## src/rtl/mpf_pkg.sv

```systemverilog
package mpf_pkg;

    typedef enum logic [1:0] {
        MD_OPEN     = 2'b00,
        MD_SOFT     = 2'b01,
        MD_HW       = 2'b10,
        MD_HW_QUIET = 2'b11
    } mpf_mode_e;

    typedef enum logic [1:0] {
        ST_HUNT  = 2'd0,
        ST_FIRST = 2'd1,
        ST_BODY  = 2'd2,
        ST_MUTED = 2'd3
    } mpf_state_e;

endpackage

```

## src/rtl/mpf_addr_cmp.sv

```systemverilog
module mpf_addr_cmp #(
    parameter int DW = 8
) (
    input  logic [DW-1:0] char_bits,
    input  logic [DW-1:0] node_bits,
    output logic          hit
);
    logic [DW-1:0] bit_eq;

    for (genvar i = 0; i < DW; i++) begin : g_eq
        assign bit_eq[i] = char_bits[i] ~^ node_bits[i];
    end

    assign hit = &bit_eq;
endmodule

```

## src/rtl/mpf_fsm.sv

```systemverilog
module mpf_fsm
    import mpf_pkg::*;
(
    input  logic       clk,
    input  logic       rst_n,
    input  logic       rx_stb,
    input  logic       rx_addr,
    input  logic       hit,
    input  logic [1:0] mode,
    input  logic       sw_mute,
    output logic       take,
    output logic       take_nf,
    output mpf_state_e state
);
    mpf_state_e nxt;
    mpf_mode_e  md;

    assign md = mpf_mode_e'(mode);

    // state register
    always_ff @(posedge clk) begin
        if (!rst_n) state <= ST_HUNT;
        else        state <= nxt;
    end

    // next-state logic
    always_comb begin
        nxt = state;
        if (rx_stb && rx_addr) begin
            unique case (md)
                MD_OPEN, MD_SOFT:   nxt = ST_BODY;
                MD_HW, MD_HW_QUIET: nxt = hit ? ST_FIRST : ST_HUNT;
            endcase
        end else begin
            if (rx_stb && state == ST_FIRST) nxt = ST_BODY;
            if (md == MD_SOFT && sw_mute)    nxt = ST_MUTED;
        end
    end

    // delivery decision
    always_comb begin
        take    = 1'b0;
        take_nf = 1'b0;
        if (rx_stb) begin
            if (rx_addr) begin
                unique case (md)
                    MD_OPEN, MD_SOFT: take = 1'b1;
                    MD_HW:            take = hit;
                    MD_HW_QUIET:      take = 1'b0;
                endcase
            end else if (md == MD_OPEN) begin
                take = 1'b1;
            end else begin
                unique case (state)
                    ST_FIRST: begin
                        take    = 1'b1;
                        take_nf = 1'b1;
                    end
                    ST_BODY:            take = 1'b1;
                    ST_HUNT, ST_MUTED:  take = 1'b0;
                endcase
            end
        end
    end

    // a mismatching address in a filter mode returns the machine to HUNT
    p_mismatch_hunt_r2: assert property (@(posedge clk) disable iff (!rst_n)
        (rx_stb && rx_addr && mode[1] && !hit) |=> (state == ST_HUNT));

    // a matching address in a filter mode always opens a fresh frame
    p_match_first_r5: assert property (@(posedge clk) disable iff (!rst_n)
        (rx_stb && rx_addr && mode[1] && hit) |=> (state == ST_FIRST));
endmodule

```

## src/rtl/mpf_out_reg.sv

```systemverilog
module mpf_out_reg #(
    parameter int DW = 8
) (
    input  logic          clk,
    input  logic          rst_n,
    input  logic          take,
    input  logic          take_nf,
    input  logic [DW-1:0] char_bits,
    output logic          dv,
    output logic [DW-1:0] dout,
    output logic          new_frame,
    output logic          irq
);
    always_ff @(posedge clk) begin
        if (!rst_n) begin
            dv        <= 1'b0;
            irq       <= 1'b0;
            new_frame <= 1'b0;
            dout      <= '0;
        end else begin
            dv        <= take;
            irq       <= take;
            new_frame <= take & take_nf;
            if (take) dout <= char_bits;
        end
    end
endmodule

```

## src/rtl/mp_addr_filter.sv

```systemverilog
module mp_addr_filter
    import mpf_pkg::*;
#(
    parameter int DW = 8
) (
    input  logic          clk,
    input  logic          rst_n,
    input  logic          rx_stb,
    input  logic [DW-1:0] rx_data,
    input  logic          rx_addr,
    input  logic [1:0]    mode,
    input  logic [DW-1:0] node_addr,
    input  logic          sw_mute,
    output logic          dv,
    output logic [DW-1:0] dout,
    output logic          new_frame,
    output logic          irq
);
    logic       hit;
    logic       take;
    logic       take_nf;
    mpf_state_e state;

    mpf_addr_cmp #(.DW(DW)) u_cmp (
        .char_bits (rx_data),
        .node_bits (node_addr),
        .hit       (hit)
    );

    mpf_fsm u_fsm (
        .clk     (clk),
        .rst_n   (rst_n),
        .rx_stb  (rx_stb),
        .rx_addr (rx_addr),
        .hit     (hit),
        .mode    (mode),
        .sw_mute (sw_mute),
        .take    (take),
        .take_nf (take_nf),
        .state   (state)
    );

    mpf_out_reg #(.DW(DW)) u_out (
        .clk       (clk),
        .rst_n     (rst_n),
        .take      (take),
        .take_nf   (take_nf),
        .char_bits (rx_data),
        .dv        (dv),
        .dout      (dout),
        .new_frame (new_frame),
        .irq       (irq)
    );

    // every delivery answers a strobe one cycle earlier
    p_dv_after_stb_r10: assert property (@(posedge clk) disable iff (!rst_n)
        dv |-> $past(rx_stb));

    // the new-frame flag only rides on a delivery, and only in filter modes
    p_nf_in_filter_r4: assert property (@(posedge clk) disable iff (!rst_n)
        new_frame |-> (dv && $past(mode[1])));

    // quiet mode never delivers an address byte
    p_quiet_addr_r6: assert property (@(posedge clk) disable iff (!rst_n)
        (rx_stb && rx_addr && mode == 2'b11) |=> !dv);

    // pass-all mode delivers every character
    p_pass_all_r7: assert property (@(posedge clk) disable iff (!rst_n)
        (rx_stb && mode == 2'b00) |=> (dv && irq));

    // a muted frame drops its data bytes
    p_muted_drop_r8: assert property (@(posedge clk) disable iff (!rst_n)
        (state == ST_MUTED && rx_stb && !rx_addr && mode == 2'b01) |=> !dv);
endmodule

```

## config.mk

```make
export PLATFORM = sky130hd
export DESIGN_NAME = mp_addr_filter
export DESIGN_NICKNAME = d
export VERILOG_FILES = /design/src/rtl/mpf_pkg.sv /design/src/rtl/mpf_addr_cmp.sv /design/src/rtl/mpf_fsm.sv /design/src/rtl/mpf_out_reg.sv /design/src/rtl/mp_addr_filter.sv
export SDC_FILE = /design/constraint.sdc
export NUM_CORES = 1
export LEC_CHECK = 0
export BUFFER_PORTS_ARGS = -buffer_cell sky130_fd_sc_hd__buf_2
export CORE_MARGIN = 2
export CORE_UTILIZATION = 38
export CTS_CLUSTER_SIZE = 14
export DETAILED_ROUTE_END_ITERATION = 10
export PLACE_DENSITY = 0.7
export SLEW_MARGIN = 40
export SYNTH_ARGS = -nofsm -noshare
export SYNTH_HDL_FRONTEND = slang
export SYNTH_HIERARCHICAL = 1
export SYNTH_SLANG_ARGS = --single-unit
```

## constraint.sdc

```tcl
create_clock -name clk -period 1.64 [get_ports clk]
set_clock_uncertainty 0.15 [all_clocks]
set_input_delay 0.41 -clock clk [delete_from_list [all_inputs] [get_ports clk]]
set_output_delay 0.41 -clock clk [all_outputs]
set_load 0.01 [all_outputs]
```

# --- After elaboration in Yosys (flattened, before gate mapping) ---
# Index checks and enable logic that the tools add are counted.
totals:
  mem_bits_rw: 0
  memories: 0
  elab_cells: 44
  inputBits: 23
  latch_bits: 0
  reg_bits: 12
  romBits: 0
op_classes:
  magnitude_cmp: 0
  shifts: 0
  n_addsub: 0
  div: 0
  muxes: 14
  multipliers: 0
  n_eq_ne: 6
  n_reduce_logical: 11
  n_bitwise: 9
ops:
  columns: ["cell", "n"]
  rows:
  - ["equality test 2 bit (second input constant)", 4]
  - ["2-to-1 mux 1 bit", 8]
  - ["AND reduction 8 bit", 1]
  - ["OR reduction 2 bit", 4]
  - ["XNOR 1 bit", 8]
  - ["2-to-1 mux 2 bit", 3]
  - ["equality test 2 x 1 -> 1 bit (second input constant)", 2]
  - ["logical NOT 2 bit", 2]
  - ["one-hot mux 2 bit (2 select lines)", 1]
  - ["logical AND 1 bit", 3]
  - ["one-hot mux 1 bit (3 select lines)", 1]
  - ["nonzero test 3 bit", 1]
  - ["one-hot mux 1 bit (2 select lines)", 1]
  - ["bitwise AND 1 bit", 1]

# --- Depth between registers and ports, before layout ---
# Gate-level depths: netlist of the first run.
logic_depth:
  depth_word: 7
  mapped_depth: 9
  depth_no_buf: 8

# --- Modules after synthesis ---
# Netlist of the first run, hierarchy kept.
modules_own_cells:
  columns: ["module", "cells_per_inst", "instances", "seq_area_each_um2", "area_each_um2"]
  rows:
  - ["mpf_out_reg", 30, 1, 200.2, 364.1]
  - ["mpf_fsm", 20, 1, 40.0, 172.7]
  - ["mpf_addr_cmp", 11, 1, 0.0, 86.3]

# --- Worst setup path before layout of the first run ---
# Ideal clock, no wire load.
synth_timing:
  path_kind: "input-to-reg"
  start: "in node_addr[2]"
  end: "reg u_out.dout[0]"
  setup_time_ns: 0.116
  t_required_ns: 1.374
  t_arrival_ns: 1.448
  path_buffers: 1
  path_slack_ns: -0.074
  cell_stages: 9
  path_cell_list: "xnor2_1 nand4_1 nor2_1 nand2_1 o22ai_1 o21a_1 buf_6 mux2i_1 nor2b_1"
synth_via:
  elab_chain_len: 5
synth_rtl:
  columns: ["item", "line", "source"]
  rows:
  - ["start, declared", "mp_addr_filter.sv:12", "input logic [DW-1:0] node_addr,"]
  - ["XNOR 1 bit", "mpf_addr_cmp.sv:11", "assign bit_eq[i] = char_bits[i] ~^ node_bits[i];"]
  - ["AND reduction 8 bit", "mpf_addr_cmp.sv:14", "assign hit = &bit_eq;"]
  - ["net hit", "mp_addr_filter.sv:19", "logic hit;"]
  - ["one-hot mux 1 bit (3 select lines)", "mpf_fsm.sv:46", "unique case (md)"]
  - ["2-to-1 mux 1 bit", "mpf_fsm.sv:45", "if (rx_addr) begin"]
  - ["2-to-1 mux 1 bit", "mpf_fsm.sv:44", "if (rx_stb) begin"]
  - ["net take", "mp_addr_filter.sv:20", "logic take;"]
  - ["end signal, assigned", "mpf_out_reg.sv:24", "if (take) dout <= char_bits;"]
  - ["end, declared", "mpf_out_reg.sv:10", "output logic [DW-1:0] dout,"]
# The timed path passes the listed nets, and every way through them passes these cells.
# A chain may end at the register's enable or synchronous reset.

# --- Worst setup path in the final report of the first run ---
layout_timing:
  start: "in node_addr[4]"
  end: "reg u_out.dout[0]"
# The elaborated chain is that of the path after synthesis.

==> flow_metrics.env, run 1 <==
export IMPL_run_status="finished, violations left"
export IMPL_violations="setup timing"
export IMPL_setup_ws_ns=-0.0397
export IMPL_nets=132
export IMPL_drc=0
export IMPL_critPathRequiredTime_ns=1.66
export IMPL_synth_cell_types=23
export IMPL_pre_cts_slack_ns=-0.286
export IMPL_crit_chain="buf_2 -> xnor2_2 -> nand4_1 -> nor2_2 -> nand2_1 -> o22ai_1 -> o21a_1 -> buf_6 -> mux2i_2 -> nor2b_1"
export IMPL_power_per_cell_area_nw_per_um2=753
export IMPL_wl_met3_um=91
export IMPL_wl_met2_um=686
export IMPL_viasPerCell=4.79
export IMPL_hold_buffers=0
export IMPL_synth_top_cell_area_share=0.386
export IMPL_top_layer_used="met4"
export IMPL_cts_root_buffer="clkbuf_4"
export IMPL_slowest_delay_ns=0.20
export IMPL_wl_per_cell_um=11.4
export IMPL_ys_flop_type="dfxtp_1"
export IMPL_ys_seq_area_frac=0.386
export IMPL_track_usage=0.157
export IMPL_dpl_cell_count=118
export IMPL_final_setup_tns_ns=-0.116
export IMPL_synth_area_um2=623
export IMPL_critPathSlowestCell="mux2i_2"
export IMPL_die_w_um=44.5
export IMPL_diodes=0
export IMPL_relSlewSlack=0.850
export IMPL_clockBufferDepth=2
export IMPL_layout_drive_gt1_share=0.579
export IMPL_initial_core_util=0.409
export IMPL_synth_top_area_cell="dfxtp_1"
export IMPL_dp_hpwl_mm=1.05
export IMPL_clk_latency_ns=0.27
export IMPL_fmax_mhz=595
export IMPL_final_cells=123
export IMPL_drt_met1_wl_um=599
export IMPL_drv_slew=0
export IMPL_first_global_vias=555
export IMPL_area_growth_pct=60.8
export IMPL_core_region_area_um2=1520
export IMPL_drtAntennaViolNets=0
export IMPL_io_pins=34
export IMPL_arrival_ns=1.70
export IMPL_synth_edf_count=0
export IMPL_cp_end_kind="register"
export IMPL_cts_tree="done"
export IMPL_holdWs_ns=0.318
export IMPL_port_buffers=33
export IMPL_grt_overflow=0
export IMPL_die_area_um2=1980
export IMPL_hp_class="in -> reg"
export IMPL_final_cell_mix="buf_2, dfxtp_1, buf_4"
export IMPL_p_leak_nw=0.490
export IMPL_grt_max_degree=13
export IMPL_synth_area_per_cell_um2=10.2
export IMPL_path_clk_slew_ns=0.08
export IMPL_gp_congestion=0.732
export IMPL_synth_area_top_cells="dfxtp_1, mux2i_1, xnor2_1"
export IMPL_synth_seq_cells=12
export IMPL_rsz0062_at_grt="yes"
export IMPL_drt_pass1_iterations=4
export IMPL_cp_max_fo=5
export IMPL_placed_cell_area_um2=883
export IMPL_rows=14
export IMPL_ys_async_sr_fraction=0
export IMPL_die_y_um=44.5
export IMPL_tightest_slew_ns=0.223
export IMPL_initialDrtViolationCount=11
export IMPL_totalWireLength_mm=1.40
export IMPL_startpoint_type="input pin"
export IMPL_clock_sinks=12
export IMPL_final_common_cell="buf_2"
export IMPL_grt_pass1_wl_mm=2.21
export IMPL_design_area_um2=1000
export IMPL_num_vias=589
export IMPL_htree_levels=1
export IMPL_cap_violations=0
export IMPL_min_period_over_period=1.02
export IMPL_fin_total_pwr_mw=0.755
export IMPL_setup_viol=7
export IMPL_antenna_found_initial=0
export IMPL_synth_nets=85
export IMPL_numCtsBuffers=3
export IMPL_synth_cells=61
export IMPL_post_route_min_period_ns=1.68
export IMPL_ys_warn_count=6
export IMPL_vdd_drop_max_mv=0.414
export IMPL_path_class="in -> reg"
export IMPL_hold_viol=0
export IMPL_final_util=0.658
==> per-layer routing <==
layer,vias to the layer above,global-route usage
met4,0,0.109
li1,303,-
met2,22,0.246
met5,-,0
met3,2,0.0408
met1,262,0.184
==> cell type report <==
class	count	area [um^2]
repair buffers	45	294
flip-flops and latches	12	240
fillers	130	522
well taps	16	20.0
clock buffers	4	36.3
multi-input cells	44	404
inverters	2	7.51
==> state kept, by name, summed over array words and instances (netlist names) <==
name	count
u_out/irq	1
u_out/new_frame	1
u_out/dout	8
u_fsm/state	2
==> power by group <==
| part | internal (mW) | switching (mW) | total (mW) |
|---|---|---|---|
| Combinational | 0.115 | 0.0811 | 0.196 |
| Sequential | 0.309 | 0.00879 | 0.318 |
| Clock | 0.135 | 0.107 | 0.241 |
==> repair_timing <==
item / 4_1_cts / 5_1_grt
resized for setup: 0 / 15
endpoints found under the setup margin: 0 / 8
buffers inserted: 0 / 1
==> cells in the mapped netlist, types with 2 or more instances <==
cell type / n
nand4_1: 2
nand3_1: 2
mux2i_1: 8
nor2_1: 2
buf_6: 2
dfxtp_1: 12
nand2_1: 2
nor2b_1: 8
xnor2_1: 8
inv_1: 2
==> critical path: cells and delay by family <==
kind,cells,cell delay [ns]
buf+inv,2,0.25
xor+xnor,1,0.13
compound gates,2,0.30
simple gates,4,0.41
mux,1,0.20
==> cell families after synthesis <==
| family | share of synthesized area |
|---|---|
| AND/OR/NAND/NOR | 0.165 |
| flip-flops | 0.386 |
| AO/OA/AOI/OAI | 0.129 |
| XOR/XNOR | 0.112 |
| multiplexers | 0.129 |
| buffers and inverters | 0.0602 |
| adder cells (fa/ha/maj) | 0.0201 |
==> path summary, 6_finish.rpt <==
check | cells past startpoint | slack, ns | to | from
worst min-delay path | 2 | 0.32 | u_fsm/state[1] | rst_n
worst min register to register | 1 | 0.36 | u_fsm/state[1] | u_fsm/state[1]
worst max register to register | 7 | 0 | u_out/dout[0] | u_fsm/state[1]
worst max-delay path | 10 | -0.04 | u_out/dout[0] | node_addr[4]
Power figures use the tool's default switching activity.
==> inputs of run 2 (changes only) <==
==> constraint.sdc (replaced) <==
create_clock -name clk -period 1.64 [get_ports clk]
set_clock_uncertainty 0.15 [all_clocks]
set_input_delay 0.246 -clock clk [delete_from_list [all_inputs] [get_ports clk]]
set_output_delay 0.246 -clock clk [all_outputs]
set_load 0.01 [all_outputs]
==> run 2 against run 1 <==
- the run now ends clean
- power is 6.1% lower
- register-to-register slack improved by 0.11 ns
- non-clock buffer count decreased by 7
- first-iteration DRC count down 73%
- critical path depth is 3 lower
- routed wire length shrank 13%
- sequential power barely moved
- combinational power shrank 18%
- critical path type is now reg -> reg
- largest cell class unchanged
- highest routed layer is now met3
==> flow_metrics.env, run 2 (synthesis results as in run 1) <==
export IMPL_final_cell_mix="buf_2, dfxtp_1, xnor2_1, mux2i_1, nor2b_1"
export IMPL_viasPerCell=4.87
export IMPL_p_sw_mw=0.175
export IMPL_pre_cts_slack_ns=-0.166
export IMPL_totalWireLength_mm=1.21
export IMPL_cp_num_buf_inv=2
export IMPL_cap_violations=0
export IMPL_crit_family="flip-flops"
export IMPL_design_area_um2=880
export IMPL_track_usage=0.142
export IMPL_area_growth_pct=41.2
export IMPL_p_sw_frac=0.246
export IMPL_post_route_min_period_ns=1.53
export IMPL_grt_overflow=0
export IMPL_io_pins=34
export IMPL_clock_sinks=12
export IMPL_grt_pass1_wl_mm=1.95
export IMPL_numCtsBuffers=3
export IMPL_clockBufferDepth=2
export IMPL_initial_core_util=0.409
export IMPL_die_area_um2=1980
export IMPL_cp_end_kind="register"
export IMPL_diodes=0
export IMPL_drc=0
export IMPL_drtAntennaViolNets=0
export IMPL_cp_max_fo=5
export IMPL_path_clk_slew_ns=0.07
export IMPL_slowest_delay_ns=0.33
export IMPL_drt_pass1_iterations=4
export IMPL_p_clk_frac=0.321
export IMPL_die_w_um=44.5
export IMPL_final_common_cell="buf_2"
export IMPL_holdWs_ns=0.109
export IMPL_relSlewSlack=0.825
export IMPL_arrival_ns=1.55
export IMPL_path_class="reg -> reg"
export IMPL_initialDrtViolationCount=3
export IMPL_grt_max_degree=13
export IMPL_gp_congestion=0.674
export IMPL_tightest_slew_ns=0.260
export IMPL_placed_cell_area_um2=808
export IMPL_top_regs="u_out/dout (8), u_fsm/state (2)"
export IMPL_setup_viol=0
export IMPL_startpoint_type="register"
export IMPL_p_comb_frac=0.228
export IMPL_setup_ws_ns=0.106
export IMPL_crit_chain="inv_2 -> ha_4 -> o22ai_2 -> o21a_1 -> buf_4 -> mux2i_1 -> nor2b_1"
export IMPL_cts_tree="done"
export IMPL_min_period_over_period=0.935
export IMPL_largest_register_ffs=8
export IMPL_dp_hpwl_um=974
export IMPL_first_global_vias=521
export IMPL_drv_slew=0
export IMPL_hold_buffers=0
export IMPL_cts_root_buffer="clkbuf_4"
export IMPL_rrSetupSlack_ns=0.11
export IMPL_num_vias=565
export IMPL_internal_power_mw=0.534
export IMPL_power_per_cell_area_nw_per_um2=806
export IMPL_antenna_found_initial=0
export IMPL_critPathRequiredTime_ns=1.65
export IMPL_wl_per_cell_um=10.4
export IMPL_htree_levels=1
export IMPL_final_setup_tns_ns=0
export IMPL_rows=14
export IMPL_hp_class="in -> reg"
export IMPL_port_buffers=33
export IMPL_critPathSlowestCell="dfxtp_2"
export IMPL_clk_latency_ns=0.27
export IMPL_core_region_area_um2=1520
export IMPL_final_util=0.577
export IMPL_vdd_drop_max_mv=0.592
export IMPL_run_status="complete, no violations"
export IMPL_layout_drive_gt1_share=0.520
export IMPL_largest_register="u_out/dout"
export IMPL_p_leak_nw=0.408
export IMPL_power_frac_seq=0.451
export IMPL_die_y_um=44.5
export IMPL_hold_viol=0
export IMPL_fmax_mhz=652
export IMPL_nets=125
==> run 2: cell types whose count changed in the layout (fill, tap and decap cells not counted), sizes merged <==
cell	delta
buf	-7
==> run 2: worst paths after layout <==
kind / start / to / depth (start not counted)
worst max-delay path: u_fsm/state[1] / u_out/dout[1] / 7
worst max register to register: u_fsm/state[1] / u_out/dout[1] / 7
worst min-delay path: rx_data[5] / u_out/dout[5] / 3
worst min register to register: u_fsm/state[1] / u_fsm/state[1] / 1
==> run 2: layout make-up <==
type	instances	area, um^2
Fill cell	146	644
Clock buffer	4	36.3
Multi-Input combinational cell	44	367
Tap cell	16	20.0
Sequential cell	12	243
Timing Repair Buffer	38	206
Inverter	2	7.51
==> run 2: worst min-delay path: cells and delay by family <==
| kind | cells | cell delay, ns |
|---|---|---|
| buffers and inverters | 1 | 0.09 |
| and+or+nand+nor | 1 | 0.09 |
| muxes | 1 | 0.06 |
==> run 2: through the flow <==
stage	power [mW]	cells
finish	0.709	116
global route	0.755	116
CTS	0.712	115
detailed placement	0.477	111
global placement	0.475	111
floorplan	0.413	61
==> run 2: power groups by stage <==
stage / logic, mW / registers (mW) / clock network (mW)
6_report: 0.161 / 0.320 / 0.228
5_1_grt: 0.178 / 0.322 / 0.256
4_1_cts: 0.153 / 0.318 / 0.241
3_5_place_dp: 0.153 / 0.324 / 0
3_3_place_gp: 0.150 / 0.324 / 0
2_1_floorplan: 0.0829 / 0.330 / 0
==> run 2: layer usage <==
metal | track usage | share of wire | vias to the layer above
met5 | 0 | 0 | -
met4 | 0.0909 | 0 | 0
met3 | 0.0735 | 0.057 | 0
met2 | 0.246 | 0.53 | 20
met1 | 0.127 | 0.42 | 254
li1 | - | - | 291
==> run 2: what timing repair did <==
item / 4_1_cts / 5_1_grt
resized for setup: 0 / 7
hold endpoints to repair: 0 / 0
endpoints found under the setup margin: 0 / 8
buffers inserted: 0 / 1
==> inputs of run 3 (changes only) <==
Settings changed: RECOVER_POWER from default to 25.
==> run 3 against run 2 <==
- setup slack unchanged
- die area unchanged
- routed wire length increased by 0.83%
- design area decreased by 0.71%
- register-to-register slack about the same
- power decreased by 0.17%
==> flow_metrics.env, run 3 (synthesis results as in run 1) <==
export IMPL_startpoint_type="register"
export IMPL_dpl_cell_count=111
export IMPL_io_pins=34
export IMPL_min_period_over_period=0.935
export IMPL_clk_latency_ns=0.27
export IMPL_numCtsBuffers=3
export IMPL_port_buffers=33
export IMPL_post_route_min_period_ns=1.53
export IMPL_relSlewSlack=0.825
export IMPL_r2r_end="u_out/dout[1]"
export IMPL_n_fill_cell=151
export IMPL_core_region_area_um2=1520
export IMPL_cap_violations=0
export IMPL_gp_congestion=0.674
export IMPL_fmax_mhz=652
export IMPL_final_setup_tns_ns=0
export IMPL_clockBufferDepth=2
export IMPL_drtAntennaViolNets=0
export IMPL_die_w_um=44.5
export IMPL_final_cells=116
export IMPL_rrSetupSlack_ns=0.11
export IMPL_drc=0
export IMPL_rows=14
export IMPL_final_cell_mix="buf_2, dfxtp_1, xnor2_1, mux2i_1, nor2b_1"
export IMPL_htree_levels=1
export IMPL_tightest_slew_ns=0.260
export IMPL_initial_core_util=0.409
export IMPL_path_class="reg -> reg"
export IMPL_reg2reg_from="u_fsm/state[1]"
export IMPL_hold_viol=0
export IMPL_cts_root_buffer="clkbuf_4"
export IMPL_min_path_cells=3
export IMPL_fin_total_pwr_mw=0.708
export IMPL_diodes=0
export IMPL_die_area_um2=1980
export IMPL_worstHoldStart="rx_data[5]"
export IMPL_clock_sinks=12
export IMPL_initialDrtViolationCount=4
export IMPL_drv_slew=0
export IMPL_totalWireLength_mm=1.22
export IMPL_grt_overflow=0
export IMPL_die_y_um=44.5
export IMPL_startpoint="u_fsm/state[1]"
export IMPL_arrival_ns=1.55
export IMPL_vdd_drop_max_mv=0.592
export IMPL_largest_register="u_out/dout"
export IMPL_holdWs_ns=0.109
export IMPL_critPathRequiredTime_ns=1.65
export IMPL_num_vias=563
export IMPL_final_common_cell="buf_2"
export IMPL_dp_hpwl_um=974
export IMPL_grt_max_degree=13
export IMPL_run_status="complete, no violations"
export IMPL_nets=125
export IMPL_hold_path_end="u_out/dout[5]"
export IMPL_path_clk_slew_ns=0.07
export IMPL_setup_ws_ns=0.106
export IMPL_cp_end_kind="register"
export IMPL_slowest_delay_ns=0.33
export IMPL_hp_class="in -> reg"
export IMPL_cp_max_fo=5
export IMPL_area_growth_pct=40.2
export IMPL_largest_register_ffs=8
export IMPL_pre_cts_slack_ns=-0.166
export IMPL_antenna_found_initial=0
export IMPL_setup_viol=0
export IMPL_wl_per_cell_um=10.5
export IMPL_track_usage=0.142
export IMPL_layout_drive_gt1_share=0.470
export IMPL_worstRegToRegCells=7
export IMPL_drt_pass1_iterations=4
export IMPL_critPathSlowestCell="dfxtp_2"
export IMPL_top_regs="u_out/dout (8), u_fsm/state (2)"
export IMPL_power_per_cell_area_nw_per_um2=810
export IMPL_crit_chain="inv_2 -> ha_4 -> o22ai_2 -> o21a_1 -> buf_4 -> mux2i_1 -> nor2b_1"
export IMPL_first_global_vias=521
export IMPL_cts_tree="done"
export IMPL_grt_pass1_wl_mm=1.95
export IMPL_viasPerCell=4.85
export IMPL_p_leak_nw=0.388
-- run 3: routing by layer --
metal | routed length, um | part of all wire | vias up | track usage
met1 | 512 | 0.42 | 252 | 0.127
met4 | 0 | 0 | 0 | 0.0909
met3 | 73 | 0.060 | 0 | 0.0735
met2 | 635 | 0.52 | 20 | 0.246
li1 | - | - | 291 | -
met5 | 0 | 0 | - | 0
-- run 3: worst max-delay path: cells and delay by family (launching register included) --
kind,cells,cell delay (ns)
DFF,1,0.33
buffers and inverters,2,0.19
adders and majority gates,1,0.20
muxes,1,0.18
AOI/OAI and AO/OA,2,0.31
and+or+nand+nor,1,0.06
-- run 3: worst max path at each step --
stage / slack, ns / endpoint
4_1_cts: 0.02 / u_out/dout[2]
3_3_place_gp: -0.13 / u_out/dout[2]
3_5_place_dp: -0.17 / u_out/dout[2]
5_1_grt: -0.01 / u_out/dout[0]
6_report: 0.11 / u_out/dout[1]
2_1_floorplan: 0.09 / u_out/dout[0]
-- run 3: where the power goes --
group	total, mW	switching (mW)	internal [mW]
Clock	0.228	0.0928	0.135
Combinational	0.160	0.0724	0.0876
Sequential	0.320	0.00974	0.310
-- run 3: timing repair --
action / in CTS / in global routing
setup endpoints to repair: 0 / 8
endpoints found under the hold margin: 0 / 0
setup buffers: 0 / 1
gates resized for setup: 0 / 7
hold buffers: 0 / 0
-- run 3: stage by stage --
stage / cell area (um^2) / util
4_1_cts: 845 / 0.554
3_3_place_gp: 808 / 0.530
3_5_place_dp: 808 / 0.530
2_1_floorplan: 623 / -
5_1_grt: 873 / 0.573
6_report: 873 / 0.573
-- run 3: cell type report --
type | count | area, um^2 | share of cell area
flip-flops and latches | 12 | 243 | 0.278
well taps | 16 | 20.0 | 0.0229
multi-input cells | 44 | 367 | 0.420
inverters | 2 | 7.51 | 0.00860
clock buffers | 4 | 36.3 | 0.0415
repair buffers | 38 | 200 | 0.229
